**src/rtl/wwd_pkg.sv**
```systemverilog
package wwd_pkg;
  typedef enum logic {
    ST_WATCH = 1'b0,
    ST_PULSE = 1'b1
  } wwd_state_e;
endpackage

```
**src/rtl/wwd_kick_detect.sv**
```systemverilog
module wwd_kick_detect #(
  parameter int STAGES = 2
) (
  input  logic clk,
  input  logic rst,
  input  logic kick_n,
  output logic kick_fall
);
  // pipe[0..STAGES-1] synchronize; pipe[STAGES] holds the previous value
  logic [STAGES:0] pipe;

  genvar g;
  generate
    for (g = 0; g <= STAGES; g++) begin : g_stage
      if (g == 0) begin : g_first
        always_ff @(posedge clk) begin
          if (rst) pipe[g] <= 1'b1;
          else     pipe[g] <= kick_n;
        end
      end else begin : g_next
        always_ff @(posedge clk) begin
          if (rst) pipe[g] <= 1'b1;
          else     pipe[g] <= pipe[g-1];
        end
      end
    end
  endgenerate

  assign kick_fall = pipe[STAGES] & ~pipe[STAGES-1];
endmodule

```
**src/rtl/wwd_bounds.sv**
```systemverilog
module wwd_bounds #(
  parameter int WIN_W     = 24,
  parameter int LO_SHIFT  = 4,
  parameter int TMO_SHIFT = 3
) (
  input  logic [WIN_W-1:0] win_len,
  output logic [WIN_W-1:0] lower,
  output logic [WIN_W-1:0] pulse_len
);
  logic [WIN_W-1:0] tmo_raw;

  always_comb begin
    lower     = win_len >> LO_SHIFT;
    tmo_raw   = win_len >> TMO_SHIFT;
    pulse_len = (tmo_raw == '0) ? WIN_W'(1) : tmo_raw;
  end
endmodule

```
**src/rtl/wwd_core.sv**
```systemverilog
module wwd_core
  import wwd_pkg::*;
#(
  parameter int WIN_W = 24
) (
  input  logic             clk,
  input  logic             rst,
  input  logic             active,
  input  logic             kick_fall,
  input  logic [WIN_W-1:0] win_len,
  input  logic [WIN_W-1:0] lower,
  input  logic [WIN_W-1:0] pulse_len,
  output logic             fault_n,
  output logic [WIN_W-1:0] cnt
);
  localparam int EXT_W = WIN_W + 1;

  wwd_state_e       state;
  logic [EXT_W-1:0] cnt_inc;
  logic             late_hit;
  logic             pulse_done;

  always_comb begin
    cnt_inc    = {1'b0, cnt} + EXT_W'(1);
    late_hit   = cnt_inc >= {1'b0, win_len};
    pulse_done = cnt_inc >= {1'b0, pulse_len};
  end

  always_ff @(posedge clk) begin
    if (rst || !active) begin
      state   <= ST_WATCH;
      cnt     <= '0;
      fault_n <= 1'b1;
    end else if (state == ST_PULSE) begin
      if (pulse_done) begin
        state   <= ST_WATCH;
        cnt     <= '0;
        fault_n <= 1'b1;
      end else begin
        cnt <= cnt_inc[WIN_W-1:0];
      end
    end else if (kick_fall) begin
      if (cnt < lower) begin
        state   <= ST_PULSE;
        fault_n <= 1'b0;
      end
      cnt <= '0;
    end else if (late_hit) begin
      state   <= ST_PULSE;
      cnt     <= '0;
      fault_n <= 1'b0;
    end else begin
      cnt <= cnt_inc[WIN_W-1:0];
    end
  end
endmodule

```
**src/rtl/win_watchdog.sv**
```systemverilog
module win_watchdog #(
  parameter int WIN_W       = 24,
  parameter int LO_SHIFT    = 4,
  parameter int TMO_SHIFT   = 3,
  parameter int SYNC_STAGES = 2
) (
  input  logic             clk,
  input  logic             rst,
  input  logic             wd_enable,
  input  logic             seq_rst,
  input  logic             seq_arm,
  input  logic             kick_n,
  input  logic [WIN_W-1:0] win_len,
  output logic             fault_n
);
  logic             kick_fall;
  logic             active;
  logic [WIN_W-1:0] lower;
  logic [WIN_W-1:0] pulse_len;
  logic [WIN_W-1:0] cnt_q;

  assign active = wd_enable & seq_arm & ~seq_rst;

  wwd_kick_detect #(.STAGES(SYNC_STAGES)) i_kick (
    .clk(clk), .rst(rst), .kick_n(kick_n), .kick_fall(kick_fall)
  );

  wwd_bounds #(.WIN_W(WIN_W), .LO_SHIFT(LO_SHIFT), .TMO_SHIFT(TMO_SHIFT)) i_bounds (
    .win_len(win_len), .lower(lower), .pulse_len(pulse_len)
  );

  wwd_core #(.WIN_W(WIN_W)) i_core (
    .clk(clk), .rst(rst), .active(active), .kick_fall(kick_fall),
    .win_len(win_len), .lower(lower), .pulse_len(pulse_len),
    .fault_n(fault_n), .cnt(cnt_q)
  );
endmodule

```
**config.mk**
```make
export PLATFORM = sky130hd
export DESIGN_NAME = win_watchdog
export DESIGN_NICKNAME = d
export VERILOG_FILES = /design/src/rtl/wwd_pkg.sv /design/src/rtl/wwd_kick_detect.sv /design/src/rtl/wwd_bounds.sv /design/src/rtl/wwd_core.sv /design/src/rtl/win_watchdog.sv
export SDC_FILE = /design/constraint.sdc
export NUM_CORES = 1
export LEC_CHECK = 0
export BUFFER_PORTS_ARGS = -buffer_cell sky130_fd_sc_hd__buf_4
export CORE_MARGIN = 4
export CORE_UTILIZATION = 60
export CTS_BUF_LIST = sky130_fd_sc_hd__clkbuf_4
export DETAILED_ROUTE_END_ITERATION = 8
export GPL_TIMING_DRIVEN = 0
export PLACE_DENSITY = 0.79
export SYNTH_ARGS = -nofsm -noshare
export SYNTH_HDL_FRONTEND = slang
export SYNTH_SLANG_ARGS = --single-unit
```
**constraint.sdc**
```tcl
create_clock -name clk -period 4.5 [get_ports clk]
set_input_delay 0.45 -clock clk [delete_from_list [all_inputs] [get_ports clk]]
set_output_delay 0.45 -clock clk [all_outputs]
set_load 0.005 [all_outputs]
```
Word-level counts from Yosys, hierarchy flattened
Cells that the tools add are included.
{"block": "totals", "register_bits": 29, "input_bits": 30, "elab_cells": 37}
{"block": "op_classes", "n_addsub": 1, "order_cmp": 3, "n_eq_ne": 2, "n_mux": 15, "n_bitwise": 5, "n_reduce_logical": 5}
{"cell": "two-way mux 24 bit", "n": 4}
{"cell": "adder 24 x 1 -> 25 bit (second input constant)", "n": 1}
{"cell": "greater-or-equal comparator 25 x 21 -> 1 bit", "n": 1}
{"cell": "greater-or-equal comparator 25 x 24 -> 1 bit", "n": 1}
{"cell": "logical NOT 24 bit", "n": 1}
{"cell": "< comparator 24 x 20 -> 1 bit", "n": 1}
{"cell": "two-way mux 21 bit", "n": 1}
{"cell": "two-way mux 1 bit", "n": 10}
{"cell": "bitwise AND 1 bit", "n": 3}
{"cell": "!= test 3 bit (second input constant)", "n": 1}
{"cell": "AND reduction 3 bit", "n": 1}
{"cell": "nonzero test 3 bit", "n": 1}
{"cell": "!= test 2 bit (second input constant)", "n": 1}
{"cell": "inverter 1 bit", "n": 2}
{"cell": "logical NOT 1 bit", "n": 1}
{"cell": "logical OR 1 bit", "n": 1}

Depth between registers and ports, before layout
Gate-level depths: netlist of run 1.
{"block": "depth", "word_depth": 5, "ltp_mapped": 17, "ltp_nobuf": 15}

Cells and area by module
From an unflattened synthesis of run 1, not the netlist that was laid out.
{"block": "hier_totals", "hier_cells": 450, "area_unflattened_um2": 3588.4}
{"module": "wwd_core", "n_inst": 1, "cells_per_inst": 386, "area_per_inst_um2": 3149.3, "seq_area_each_um2": 520.5}
{"module": "wwd_bounds", "n_inst": 1, "cells_per_inst": 56, "area_per_inst_um2": 345.3, "seq_area_each_um2": 0.0}
{"module": "wwd_kick_detect", "n_inst": 1, "cells_per_inst": 7, "area_per_inst_um2": 85.1, "seq_area_each_um2": 60.1}
{"module": "win_watchdog", "n_inst": 1, "cells_per_inst": 1, "area_per_inst_um2": 8.8, "seq_area_each_um2": 0.0}

Worst setup path before layout of run 1
OpenSTA, ideal clock, no wires.
{"block": "synth_path", "path_kind": "flip-flop to flip-flop", "from": "reg i_core.cnt[4]", "to": "reg i_core.cnt[12]", "setup_ps": 65, "t_arrival_ps": 3300, "required_ps": 4435, "path_slack_ps": 1135, "path_stages_with_launch": 16, "period_less_slack_ps": 3365, "path_cell_list": "dfxtp_1 nand4_1 clkbuf_1 nor4_1 and4_1 xnor2_1 inv_1 ha_1 a21oi_1 o21ai_0 a2111o_1 o2111ai_1 o2111a_1 a2bb2oi_2 buf_6 nor2_1"}
{"block": "synth_via", "elab_chain_len": 5}
{"item": "start, declared", "line_no": "wwd_core.sv:14", "text": "output logic [WIN_W-1:0] cnt"}
{"item": "start signal, assigned", "line_no": "wwd_core.sv:40", "text": "cnt <= cnt_inc[WIN_W-1:0];"}
{"item": "start signal, assigned", "line_no": "wwd_core.sv:53", "text": "cnt <= cnt_inc[WIN_W-1:0];"}
{"item": "adder 24 x 1 -> 25 bit (*)", "line_no": "wwd_core.sv:24", "text": "cnt_inc = {1'b0, cnt} + EXT_W'(1);"}
{"item": "greater-or-equal comparator 25 x 24 -> 1 bit", "line_no": "wwd_core.sv:25", "text": "late_hit = cnt_inc >= {1'b0, win_len};"}
{"item": "two-way mux 24 bit", "line_no": "wwd_core.sv:48", "text": "end else if (late_hit) begin"}
{"item": "two-way mux 24 bit", "line_no": "wwd_core.sv:42", "text": "end else if (kick_fall) begin"}
{"item": "two-way mux 24 bit (*)", "line_no": "wwd_core.sv:34", "text": "end else if (state == ST_PULSE) begin"}
Mark *: on every way between the ends. The rest lies on a longest branch, timed or not.
A chain may end at the register's enable or synchronous reset.

Worst setup path after layout of run 1
{"block": "layout_path", "from": "reg i_core.cnt[0]", "to": "reg i_core.cnt[5]"}
Same word-level chain as after synthesis.

==> results.tsv, run 1 <==
stage	metric	value	unit
yosys	prevailing post-synth register cell	dfxtp_1	
sta	Fmax	0.2479	GHz
sta	Final Max Tran Viols	0	
yosys	share of the synthesized area in the top cell type	23.19	%
floorplan	Ports	31	
clock_network	Worst-Skew Late Latency	0.33	ns
sta	crit path time final	4.034	ns
grt	largest net degree at the start of global routing	11	
setup_path	Worst Setup End Kind	register	
grt	vias in the first global route	2811	
floorplan	DIE AREA	6335	µm²
yosys	cells after synthesis	389	
setup_path	most frequent cell on the critical path	ha_1	
layout	final instance area	3486	µm²
setup_path	Reg2Reg Setup Slack	0.47	ns
floorplan	Die Width	79.60	µm
grt	antenna violations before repair	0	
yosys	asr flop ratio synth	0	%
sta	final period utilization	89.63	%
setup_path	CP startpoint kind	register	
setup_path	slowest stage delay, CP	0.47	ns
placed_design	placement-stage cell area	3377	µm²
grt	All-Layer GR Usage	25.43	%
sta	Setup Viol. Count Final	0	
pwr	total power draw	0.6185	mW
detailed_routing	drt first pass iters	4	
clock_network	Inserted Clock Buffers	5	
sta	Worst Max-Slew Pin Slew	0.7712	ns
sta	Final Hold Viols	0	
detailed_routing	WL/cell	15.21	µm
clock_network	setup repair bufs after CTS	0	
placed_design	GPL Wtd Cong	0.9491	
yosys	Synth area leaders	ha_1, dfxtp_1, inv_1, nor2_1, xnor2_1	
pwr	Leak Pwr	1.754	nW
setup_path	Worst Path Buf+Inv	3	
yosys	Avg Cell Area, Syn	7.906	µm²
placed_design	IO Port Bufs	29	
layout	Non-Filler Instances	493	
pwr	PD cells	177.4	nW/µm²
setup_path	Slowest-stage cell, CP	dfxtp_1	
clock_network	CTS sink cnt	29	
sta	RSZ-0062 raised after global routing	no	
detailed_routing	final wirelength	7.500	mm
layout	ANT cells	0	
setup_path	CP delay by family, top	compound AO/OA/AOI/OAI gates	
clock_network	CTS tree	yes	
pwr	Max IR drop VDD	208.6	µV
setup_path	Critical Path RT	4.77	ns
yosys	Netlist cell types	57	
run_status	outcome	completed	
setup_path	WS Path Type	register to register	
sta	Setup TNS	0	ns
sta	relative slew slack	48.16	%
clock_network	clk buf depth	2	
clock_network	clock-pin slew on the worst setup and hold paths	0.10	ns
yosys	largest area contributor in the netlist	ha_1	
setup_path	Crit Reg-Reg Startpoint	i_core.cnt[0]	
grt	grt ovf	0	
flow_run	max cap viols	0	
clock_network	number of H-tree levels	2	
clock_network	clock root buffer	clkbuf_4	
yosys	#FFs+latches synth	29	
setup_path	crit path DAT	4.30	ns
setup_path	CP Cell Sequence	ha_1 -> nand3_1 -> buf_2 -> nor4_4 -> and3_1 -> xnor2_1 -> inv_1 -> ha_1 -> a21o_1 -> a21oi_1 -> o21ai_0 -> a2111o_1 -> o2111ai_1 -> o2111a_1 -> a2bb2oi_2 -> buf_6 -> nor2_1	
detailed_routing	detailed-route via count	2879	
yosys	register area share after synthesis	18.88	%
floorplan	Die H	79.60	µm
setup_path	Worst Setup SP	i_core.cnt[0]	
yosys	Synth Cell Area	3075	µm²
detailed_routing	DRC viols	0	
yosys	Synth Warn #	0	
layout	fillers	399	
grt	first-pass GRT wire length	12.84	mm
min_path	Hold WC Path Type	input pin to register	
sta	Final Skew	0.01007	ns
layout	NumNets Final	512	
yosys	Syn Nets	476	
min_path	hold_sp	kick_n	
layout	layout cell share with drive strength beyond 1	12.68	%
clock_network	hold buffer count at CTS	0	
floorplan	Rows	25	
floorplan	core area	4848	µm²
detailed_routing	Routed Antenna Nets	0	
placed_design	dpl cells	485	
floorplan	initial core utilization	63.43	%
detailed_routing	vias per inst	5.840	
layout	P&R area growth vs syn	13.34	%
yosys	Post-synth EDFFs	0	
placed_design	dpl hpwl	6.195	mm
detailed_routing	1st-iter DRT viols	199	
setup_path	Worst Path Max Fanout	10	
registers in the layout, indices dropped and copies added, names as in the netlist:
register and count:
i_kick.pipe 3, i_core.state 1, i_core.cnt 24, i_core.fault_n 1
cells in the final DEF (no fill, tap or decap), types with 3 or more instances in the layout:
master	netlist	layout
or2_2	3	3
nand3_1	15	15
o211ai_1	8	8
ha_1	57	57
o21ai_0	14	14
nor3_1	7	7
inv_1	62	62
a21o_1	3	3
a21oi_1	14	14
buf_4	0	29
nor4_1	9	8
xor2_1	11	11
nand2_1	22	22
xnor2_1	15	15
a21boi_0	3	3
dfxtp_1	29	29
o21a_1	3	3
nand4_1	11	11
nor2_1	40	40
clkbuf_1	3	3
o2111ai_1	3	3
nor2b_1	4	4
and3_1	4	4
clkbuf_4	0	5
a211oi_1	6	6
metal layers:
| metal | global-route usage (%) | vias up | part of all wire (%) |
|---|---|---|---|
| met5 | 0 | - | 0 |
| met3 | 4.289 | 10 | 6.2 |
| li1 | - | 1460 | - |
| met2 | 41.15 | 73 | 46 |
| met1 | 34.78 | 1336 | 47 |
| met4 | 6.701 | 0 | 0.93 |
logic make-up (layout without fill, tap and decap cells):
logic type	Yosys count	after routing	share of synthesized area, %
AOI/OAI and AO/OA	73	73	16.64
xor gates and xnor gates	27	27	8.137
adders and majority gates	59	59	23.84
buffers and inverters	68	105	8.828
DFF	29	29	18.88
and+or+nand+nor	133	133	23.68
where the power goes:
group,internal (mW),total [mW],switching [mW]
clock network,0.172,0.273,0.101
registers,0.258,0.259,0.000859
logic,0.0406,0.0869,0.0463
per-stage QoR:
stage	setup slack, ns	hold WS, ns	utilization (%)
after detailed placement	0.1988	0.4122	69.65
after global routing	0.08730	0.2763	71.90
after CTS	0.1856	0.2847	71.77
after global placement	0.2322	0.3988	69.65
after floorplan	1.135	0.3895	-
final	0.4664	0.2964	71.90
area by class of cell:
| cell class | count | area (µm²) | area share (%) |
|---|---|---|---|
| multi-input cells | 292 | 2230 | 63.96 |
| flip-flops and latches | 29 | 580.6 | 16.65 |
| inverters | 62 | 232.7 | 6.676 |
| repair buffers | 29 | 217.7 | 6.246 |
| well taps | 67 | 83.83 | 2.405 |
| clock inverters | 3 | 65.06 | 1.866 |
| plain buffers | 6 | 38.79 | 1.113 |
| clock buffers | 5 | 37.54 | 1.077 |
worst reg2reg max path: stages (launching register included):
cell	delay (ns)
dfxtp_1	0.47
ha_1	0.23
nand3_1	0.13
buf_2	0.22
nor4_4	0.42
and3_1	0.25
xnor2_1	0.14
inv_1	0.10
ha_1	0.31
a21o_1	0.15
a21oi_1	0.15
o21ai_0	0.15
a2111o_1	0.43
o2111ai_1	0.14
o2111a_1	0.30
a2bb2oi_2	0.12
buf_6	0.18
nor2_1	0.09
path summary, 6_finish.rpt:
| check | to | depth (start not counted) |
|---|---|---|
| worst min-delay path | i_kick.pipe[0] | 2 |
| worst max register to register | i_core.cnt[5] | 17 |
| worst max-delay path | i_core.cnt[5] | 17 |
| worst min register to register | i_kick.pipe[1] | 1 |
synthesized netlist by cell type, drive strengths merged (4+ instances only):
library cell  number
a211oi             6
a21oi             15
and3               4
dfxtp             29
ha                57
inv               62
nand2             22
nand3             15
nand4             12
nor2              40
nor2b              4
nor3               9
nor4              10
o211ai             8
o21ai             14
xnor2             15
xor2              11
what timing repair did:
action,4_1_cts,5_1_grt
endpoints found under the setup margin,0,23
resized for setup,0,1
endpoints found under the hold margin,0,0
(Power assumes the default switching activity.)
==> run 2: changes to the inputs <==
--- a/config.mk
+++ b/config.mk
@@ -6,12 +6,13 @@
 export NUM_CORES = 1
 export LEC_CHECK = 0
 export BUFFER_PORTS_ARGS = -buffer_cell sky130_fd_sc_hd__buf_4
+export CAP_MARGIN = 20
 export CORE_MARGIN = 4
 export CORE_UTILIZATION = 60
 export CTS_BUF_LIST = sky130_fd_sc_hd__clkbuf_4
 export DETAILED_ROUTE_END_ITERATION = 8
 export GPL_TIMING_DRIVEN = 0
-export PLACE_DENSITY = 0.79
+export PLACE_DENSITY = 0.82
 export SYNTH_ARGS = -nofsm -noshare
 export SYNTH_HDL_FRONTEND = slang
 export SYNTH_SLANG_ARGS = --single-unit
==> run 2 against run 1 <==
Against the previous run:
- register-to-register slack lost 0.12 ns
- global-route usage shrank 0.12 points
- sequential share of layout area grew 0.21 points
- clock skew grew 0.0065 ns
- design area shrank 1.3%
- utilization shrank 0.90 points
- hold slack lost 0.0089 ns
- combinational power grew 0.6%
- sequential power is essentially flat
- non-clock buffer count grew 1
- critical path type unchanged
- largest cell class unchanged
- largest power group is now sequential cells
==> results.tsv, run 2 (synthesis results as in run 1) <==
stage	metric	value	unit	change
clock_network	clock-pin slew on the worst setup and hold paths	0.12	ns	+0.02 ns
clock_network	CTS tree	yes		
detailed_routing	final wirelength	7.588	mm	+1.2%
layout	most common cell after layout, fill and taps aside	inv_1		
setup_path	Worst Path Max Fanout	10		unchanged
setup_path	crit path DAT	4.38	ns	+0.08 ns
pwr	PD cells	150.7	nW/µm²	-15%
grt	largest net degree at the start of global routing	12		+1
layout	max reg flops	24		unchanged
run_status	outcome	completed		
detailed_routing	DRC viols	0		unchanged
min_path	Hold WC Path Type	input pin to register		
pwr	total power draw	0.5188	mW	-16%
clock_network	CTS sink cnt	29		unchanged
layout	most frequent cells in the layout	inv_1, ha_1, nor2_1		
grt	All-Layer GR Usage	25.31	%	-0.12 points
sta	Setup Viol. Count Final	0		unchanged
clock_network	clock root buffer	clkbuf_4		
floorplan	initial core utilization	63.43	%	unchanged
setup_path	CP startpoint kind	register		
floorplan	Rows	25		unchanged
floorplan	Die Width	79.60	µm	unchanged
detailed_routing	vias per inst	5.984		+2.5%
layout	Largest regs	i_core.cnt: 24 flops, i_kick.pipe: 3 flops		
layout	P&R area growth vs syn	11.92	%	
setup_path	Worst Setup End Kind	register		
grt	met3 Resource Use GR	3.950	%	-0.34 points
layout	Biggest register	i_core.cnt		
sta	Worst Max-Slew Pin Slew	0.7430	ns	-0.02822 ns
grt	GRT busiest layer	met2		
clock_network	post-cts sizing count	0		unchanged
pwr	switch share	30.78	%	+6.8 points
sta	RSZ-0062 raised after global routing	no		
floorplan	DIE AREA	6335	µm²	unchanged
sta	relative slew slack	50.01	%	+1.9 points
clock_network	Inserted Clock Buffers	5		unchanged
detailed_routing	Routed Antenna Nets	0		unchanged
grt	vias in the first global route	2841		+1.1%
detailed_routing	detailed-route via count	2956		+2.7%
sta	WHS	0.2875	ns	-0.008893 ns
floorplan	core area	4848	µm²	unchanged
floorplan	Die H	79.60	µm	unchanged
pwr	Sequential Power Share	49.9	%	+8.1 points
setup_path	WS Path Type	register to register		
grt	met2 Use GR	41.32	%	+0.17 points
floorplan	Ports	31		unchanged
pwr	Max IR drop VDD	160.6	µV	-23%
pwr	Pint	0.3591	mW	-24%
layout	ANT cells	0		unchanged
sta	Final Hold Viols	0		unchanged
clock_network	setup repair bufs after CTS	0		unchanged
sta	final period utilization	92.28	%	+2.6 points
placed_design	dpl cells	486		+0.21%
placed_design	dpl hpwl	6.349	mm	+2.5%
sta	Fmax	0.2408	GHz	-2.9%
clock_network	number of H-tree levels	2		unchanged
grt	antenna violations before repair	0		unchanged
sta	Final Max Tran Viols	0		unchanged
detailed_routing	drt first pass iters	5		+1
grt	met1 Usage GRT	34.18	%	-0.59 points
placed_design	GPL Wtd Cong	0.9676		+1.9%
grt	grt ovf	0		unchanged
pwr	combinational power share	16.8	%	+2.7 points
clock_network	clk buf depth	2		unchanged
pwr	Leak Pwr	1.727	nW	-1.5%
detailed_routing	1st-iter DRT viols	209		+5.0%
grt	first-pass GRT wire length	12.77	mm	-0.58%
layout	Non-Filler Instances	494		+0.20%
pwr	Clock power frac	33.3	%	-11 points
clock_network	Worst-Skew Late Latency	0.34	ns	about the same
layout	fillers	421		+5.5%
pwr	P_sw	0.1597	mW	+7.9%
clock_network	hold buffer count at CTS	0		unchanged
placed_design	IO Port Bufs	29		unchanged
sta	crit path time final	4.153	ns	+0.1192 ns
layout	NumNets Final	513		+0.20%
detailed_routing	WL/cell	15.36	µm	+0.97%
sta	Final Skew	0.01653	ns	+0.006464 ns
sta	Setup TNS	0	ns	unchanged
flow_run	max cap viols	0		unchanged
layout	layout cell share with drive strength beyond 1	12.65	%	-0.030 points
setup_path	Critical Path RT	4.72	ns	-0.05 ns
[run 2: changes by cell type in the layout (fill, tap and decap cells not counted)]
cell and change:
bufinv_16 -2, clkinvlp_4 +3, buf_2 +1, nor4_2 -1, clkinv_2 -1, nor4_1 +1
[run 2: path summary, 6_finish.rpt]
check / startpoint / end / slack [ns] / cells after the start
setup reg to reg: i_core.cnt[0] / i_core.cnt[5] / 0.35 / 17
setup / recovery: i_core.cnt[0] / i_core.cnt[5] / 0.35 / 17
hold / removal: kick_n / i_kick.pipe[0] / 0.29 / 2
hold reg to reg: i_kick.pipe[0] / i_kick.pipe[1] / 0.43 / 1
[run 2: critical path: stages (launching register included)]
cell and delay [ns]:
dfxtp_1 0.49, ha_1 0.24, nand3_1 0.13, buf_2 0.22, nor4_4 0.48, and3_1 0.25, xnor2_1 0.14, inv_1 0.10
ha_1 0.33, nand4_1 0.15, nor2_1 0.15, o2111ai_1 0.12, a211oi_1 0.30, o21ai_0 0.22, a21oi_2 0.21, a2bb2oi_2 0.25
buf_6 0.19, nor2_1 0.05
[run 2: stage by stage]
stage	worst slack (ns)	instance area (µm²)	util [%]
5_1_grt	0.06209	3442	70.99
3_3_place_gp	0.1979	3377	69.65
2_1_floorplan	1.135	3075	-
4_1_cts	0.3952	3442	70.99
6_report	0.3472	3442	70.99
3_5_place_dp	0.4546	3382	69.75
[run 2: metal layers]
layer	routed length (µm)	vias up
met5	0	-
met1	3570	1381
met3	468	12
met4	106	0
li1	-	1467
met2	3442	96
[run 2: final cells by class]
| cell class | instances | area, µm² | area share (%) |
|---|---|---|---|
| Multi-Input combinational cell | 292 | 2223 | 64.59 |
| Sequential cell | 29 | 580.6 | 16.87 |
| Inverter | 62 | 232.7 | 6.761 |
| Timing Repair Buffer | 30 | 222.7 | 6.470 |
| Tap cell | 67 | 83.83 | 2.435 |
| Buffer | 6 | 38.79 | 1.127 |
| Clock buffer | 5 | 37.54 | 1.091 |
| Clock inverter | 3 | 22.52 | 0.6543 |
[run 2: power groups by stage]
| stage | sequential [mW] | clock [mW] | combinational, mW |
|---|---|---|---|
| finish | 0.259 | 0.173 | 0.0874 |
| global route | 0.259 | 0.189 | 0.0984 |
| CTS | 0.259 | 0.177 | 0.0868 |
| detailed placement | 0.265 | 0 | 0.0856 |
| global placement | 0.265 | 0 | 0.0833 |
| floorplan | 0.264 | 0 | 0.0462 |
